File: config.mk
export PLATFORM = sky130hd
export DESIGN_NAME = i2c_cfg_slave
export DESIGN_NICKNAME = d
export VERILOG_FILES = /design/src/rtl/i2c_cfg_slave.sv
export SDC_FILE = /design/constraint.sdc
export NUM_CORES = 1
export LEC_CHECK = 0
export BUFFER_PORTS_ARGS = -buffer_cell sky130_fd_sc_hd__buf_2
export CORE_MARGIN = 4
export CORE_UTILIZATION = 37
export DETAILED_ROUTE_END_ITERATION = 10
export GPL_TIMING_DRIVEN = 1
export MAX_ROUTING_LAYER = met4
export PLACE_DENSITY = 0.63
export SYNTH_ARGS = -nofsm -noshare
export SYNTH_HDL_FRONTEND = slang
export SYNTH_SLANG_ARGS = --single-unit
File: constraint.sdc
create_clock -name clk -period 3.37 [get_ports clk]
set_input_delay 0.674 -clock clk [delete_from_list [all_inputs] [get_ports clk]]
set_output_delay 0.674 -clock clk [all_outputs]
set_load 0.02 [all_outputs]
File: src/rtl/i2c_cfg_slave.sv
module i2c_cfg_slave #(
  parameter int           NREG       = 22,
  parameter int           ROM_DEPTH  = 16,
  parameter int           ROM_USED   = 13,
  parameter logic [4:0]   ADDR_HI    = 5'b11000,
  parameter logic [7:0]   TRIG_REG   = 8'h04,
  parameter logic [7:0]   ROMSEL_REG = 8'h0E,
  parameter logic [7:0]   ROMRD_REG  = 8'h10,
  parameter logic [7:0]   STA_REG    = 8'h11,
  parameter logic [7:0]   STB_REG    = 8'h12
) (
  input  logic              clk,
  input  logic              rst_n,
  input  logic              scl_i,
  input  logic              sda_i,
  output logic              sda_oe,
  input  logic              strap_hi,
  input  logic              strap_open,
  input  logic [7:0]        stat_a,
  input  logic [7:0]        stat_b,
  output logic [NREG*8-1:0] cfg_o,
  output logic              vas_trig
);
  localparam int         PW       = $clog2(NREG);
  localparam int         AW       = $clog2(ROM_DEPTH);
  localparam logic [7:0] LAST_REG = 8'(NREG - 1);
  localparam int         SEL_I    = int'(ROMSEL_REG);

  typedef enum logic [2:0] {S_IDLE, S_DEV, S_PTR, S_WR, S_RD} st_t;

  st_t        state;
  logic [2:0] scl_p, sda_p;
  logic [3:0] cnt;
  logic [7:0] shreg, ptr, rd_byte, rom_byte;
  logic [6:0] txb;
  logic       rw, mack;
  logic [7:0] regs [NREG];

  wire scl_s = scl_p[1];
  wire scl_d = scl_p[2];
  wire sda_s = sda_p[1];
  wire sda_d = sda_p[2];

  wire scl_rise = scl_s & ~scl_d;
  wire scl_fall = ~scl_s & scl_d;
  wire start_c  = scl_s & scl_d & sda_d & ~sda_s;
  wire stop_c   = scl_s & scl_d & ~sda_d & sda_s;
  wire idle_w   = (state == S_IDLE);

  wire [6:0] dev_addr = {ADDR_HI, strap_open ? 2'b10 : {1'b0, strap_hi}};
  wire [AW-1:0] rom_idx = regs[SEL_I][AW-1:0];
  wire wr_ok = (ptr <= LAST_REG) && (ptr != ROMRD_REG) &&
               (ptr != STA_REG) && (ptr != STB_REG);

  always_comb begin
    if (int'(rom_idx) < ROM_USED)
      rom_byte = 8'(rom_idx) * 8'd37 + 8'd17;
    else
      rom_byte = 8'h00;
  end

  always_comb begin
    if (ptr == ROMRD_REG)      rd_byte = rom_byte;
    else if (ptr == STA_REG)   rd_byte = stat_a;
    else if (ptr == STB_REG)   rd_byte = stat_b;
    else if (ptr <= LAST_REG)  rd_byte = regs[ptr[PW-1:0]];
    else                       rd_byte = 8'h00;
  end

  for (genvar i = 0; i < NREG; i++) begin : g_out
    assign cfg_o[8*i +: 8] = regs[i];
  end

  always_ff @(posedge clk) begin
    if (!rst_n) begin
      scl_p <= 3'b111;
      sda_p <= 3'b111;
    end else begin
      scl_p <= {scl_p[1:0], scl_i};
      sda_p <= {sda_p[1:0], sda_i};
    end
  end

  always_ff @(posedge clk) begin
    if (!rst_n) begin
      state    <= S_IDLE;
      cnt      <= 4'd0;
      shreg    <= 8'h00;
      txb      <= 7'h00;
      ptr      <= 8'h00;
      rw       <= 1'b0;
      mack     <= 1'b0;
      sda_oe   <= 1'b0;
      vas_trig <= 1'b0;
      for (int i = 0; i < NREG; i++) regs[i] <= 8'h00;
    end else begin
      vas_trig <= 1'b0;
      if (start_c) begin
        state  <= S_DEV;
        cnt    <= 4'd0;
        sda_oe <= 1'b0;
      end else if (stop_c) begin
        state  <= S_IDLE;
        cnt    <= 4'd0;
        sda_oe <= 1'b0;
      end else if (!idle_w) begin
        if (scl_rise) begin
          if (cnt < 4'd8) begin
            shreg <= {shreg[6:0], sda_s};
            cnt   <= cnt + 4'd1;
          end else if (cnt == 4'd8) begin
            mack <= ~sda_s;
            cnt  <= 4'd9;
          end
        end
        if (scl_fall) begin
          if (cnt == 4'd8) begin
            unique case (state)
              S_DEV: begin
                if (shreg[7:1] == dev_addr) begin
                  sda_oe <= 1'b1;
                  rw     <= shreg[0];
                end else begin
                  state <= S_IDLE;
                end
              end
              S_PTR: begin
                ptr    <= shreg;
                sda_oe <= 1'b1;
              end
              S_WR: begin
                if (wr_ok) regs[ptr[PW-1:0]] <= shreg;
                if (ptr == TRIG_REG) vas_trig <= 1'b1;
                ptr    <= ptr + 8'd1;
                sda_oe <= 1'b1;
              end
              default: sda_oe <= 1'b0;
            endcase
          end else if (cnt == 4'd9) begin
            cnt    <= 4'd0;
            sda_oe <= 1'b0;
            unique case (state)
              S_DEV: begin
                if (rw) begin
                  state  <= S_RD;
                  txb    <= rd_byte[6:0];
                  sda_oe <= ~rd_byte[7];
                  ptr    <= ptr + 8'd1;
                end else begin
                  state <= S_PTR;
                end
              end
              S_PTR: state <= S_WR;
              S_RD: begin
                if (mack) begin
                  txb    <= rd_byte[6:0];
                  sda_oe <= ~rd_byte[7];
                  ptr    <= ptr + 8'd1;
                end else begin
                  state <= S_IDLE;
                end
              end
              default: ;
            endcase
          end else if (cnt != 4'd0 && state == S_RD) begin
            sda_oe <= ~txb[6];
            txb    <= {txb[5:0], 1'b0};
          end
        end
      end
    end
  end
endmodule


==> flow_summary.toml <==
[critical_path]
rr_worst_depth = 8
start_kind = "flop"
worstPathArrival_ns = 3.23
rr_endpoint = "regs[9][5]"
required_ns = 3.60
end_kind = "flop"
crit_fanout = 10
path_class = "reg -> reg"
timing.rr.start = "cnt[0]"
rrSetupSlack_ns = 0.38

[power]
power_density_nw_per_um2 = 491
vdd_drop_max_mv = 0.332
p_total_mw = 8.58
leakage_nw = 6.42

[sta]
setup_slack_ns = 0.376
grt_setup_unrepaired = "no"
hold_viol = 0
finalMaxSlewViolations = 0
fin_crit_ns = 2.99
fin_skew_ns = 0.0276
fmax_mhz = 334
maxSlewHeadroom_pct = 42.9
finalSetupViolations = 0
tightestPinTransition_ns = 0.857
fin_crit_sh_pct = 88.8
fin_tns_setup_ns = 0

[synthesis]
yosys.area.top_type = "edfxtp_1"
yosysTopAreaCellShare_pct = 53.7
ys.flop_type = "edfxtp_1"
syn_inst = 1049
syn_area_um2 = 14300
ys_types = 72
ys_ff_latch = 301
yosys-top-cells-area = "edfxtp_1 (54%), mux4_2 (8.5%), and2_1 (6.8%), dfxtp_1 (6.3%), mux2i_1 (2.7%)"
synth_edf_count = 256
ys_seq_area_share_pct = 60.0
avgSynthCellArea_um2 = 13.7
async_flop_share_pct = 0
ys_warn_count = 0

[route]
wl_met1_um = 18700
dr_wl_met3_um = 3410
dr.pass1.iters = 6
met2_length_um = 20700
wire_per_inst_um = 23.2
highest_layer = "met4"
totalWireLength_um = 43900
antenna_left = 0
drcViolationCount = 0
via_count = 10100
routed_via_density = 5.32
drtIter0Drc = 1045

[min_path]
holdCritStartpoint = "scl_i"
worstHoldPathCells = 2
hold_path.class = "in -> reg"
hold_end = "scl_p[0]"

[outcome]
outcome = "complete, no violations"

[floorplan]
rows = 71
dieArea_um2 = 41900
core_um2 = 37900
die_w_um = 205
initial_core_util_pct = 37.8
ioPinCount = 200
die_h_um = 205

[clock_network]
cts_tree = "done"
cts_sinks = 301
postCtsSetupBuffers = 0
cts_buffers = 34
htreeDepth = 2
clkTransAtPathRegs_ns = 0.06
postCtsHoldBufs = 0
cts_resized = 0
clock_latency_ns = 0.53
cts_max_path_buffers = 3
root_buffer = "clkbuf_16"

[layout]
area_growth_pct = 22.1
nets = 1401
antenna_cells = 0
drive_gt1_share_pct = 29.2

[placement]
finalWeightedCongestion = 0.878
dpl_worst_slack_ns = 0.386
dp_hpwl_um = 31900
place.port_buffers = 199

[global_routing]
antenna_found_initial = 0
grt_pass1_wl_um = 64000
overflow = 0
grt_max_degree = 54
gr-usage-all-layers_pct = 21.1
grt_pass1_vias = 9825

[run]
drv_cap = 0
cell usage in the layout, fill, tap and decap left out, types with 7 or more instances in the layout:
cell type  instances
ha_1              20
o31ai_1            9
and2_1           155
mux2i_1           38
buf_2            199
dfxtp_1           41
edfxtp_1         256
a31oi_1           10
nor3_1            10
nand3_1           19
a21oi_1           27
xnor2_1            7
nor2_1            45
o21ai_0           37
mux4_2            54
nor2b_1           18
a2111oi_0         10
clkinv_1           7
inv_1             22
nor2_4            14
conb_1            88
nand2b_1          13
o211ai_1           7
buf_4             53
clkbuf_16         34
a22oi_1           10
nand2_1           50
a211oi_1          11
metal layers:
metal	GRT usage (%)	vias to the layer above
li1	-	4462
met4	5.81	0
met5	-	-
met3	2.83	62
met2	33.1	476
met1	29.2	5059
through the flow:
step                area (um2)  utilization (%)  hold WS, ns  instances
floorplan                14600                -        0.386       1136
global placement         16400             43.2        0.390       1833
detailed placement       16400             43.2        0.396       1833
CTS                      17500             46.1        0.333       1891
global route             17500             46.1        0.350       1891
finish                   17500             46.1        0.348       1891
report_power, final:
part | internal, mW | leakage [nW] | switching [mW]
sequential | 4.18 | 2.85 | 0.125
combinational | 0.204 | 3.04 | 0.388
clock | 2.17 | 0.533 | 1.50
total | 6.56 | 6.42 | 2.02
critical path: stages, from the launching register on:
cell and delay [ns]:
dfxtp_1 0.38, inv_1 0.08, ha_1 0.21, and3b_1 0.39, nand4_4 0.16, a211oi_4 0.55
nand3_4 0.30, o21ai_0 0.41, buf_4 0.23
layout make-up:
type	count	area [um2]
clock buffer	38	866
clock inverter	20	231
fill	3437	20400
inverter	22	82.6
multi-input combinational	745	5640
sequential	301	8600
tap	511	639
timing repair buffer	254	1430
logic make-up after synthesis:
| group | Yosys count | share of synthesized area, % |
|---|---|---|
| AO/OA/AOI/OAI | 153 | 7.16 |
| XOR/XNOR | 11 | 0.673 |
| adder cells (fa/ha/maj) | 21 | 1.89 |
| buffers and inverters | 90 | 2.96 |
| flip-flops | 301 | 60.0 |
| multiplexers | 96 | 11.5 |
| other | 1 | 0.0262 |
| AND/OR/NAND/NOR | 376 | 15.9 |
cell usage after synthesis (11+ instances only):
cell type / n
nand2b_1: 13
mux4_2: 54
nand3_1: 19
o21ai_0: 39
a211oi_1: 11
nor2_4: 14
clkbuf_1: 35
nand2_1: 50
dfxtp_1: 45
edfxtp_1: 256
ha_1: 20
buf_2: 18
inv_1: 22
and2_1: 155
mux2i_1: 38
nor2b_1: 18
nor2_1: 45
a21oi_1: 27
flip-flops by register name, summed over array words and instances (netlist names), named ones only:
| name | cells |
|---|---|
| regs | 256 |
| ptr | 8 |
| shreg | 8 |
| txb | 7 |
| cnt | 4 |
| scl_p | 3 |
| sda_p | 3 |
| state | 3 |
| mack | 1 |
| rw | 1 |
| sda_oe | 1 |
| vas_trig | 1 |
how the worst max path moves through the flow:
stage / startpoint / to / cells past startpoint / slack (ns)
global placement: cnt[0] / regs[9][0] / 8 / 0.46
finish: cnt[0] / regs[9][5] / 8 / 0.38
floorplan: ptr[1] / regs[12][0] / 7 / 0.46
detailed placement: cnt[0] / regs[9][6] / 8 / 0.39
global route: cnt[0] / regs[9][5] / 8 / 0.16
CTS: cnt[0] / regs[9][5] / 8 / 0.39
Power figures use the tool's default switching activity.
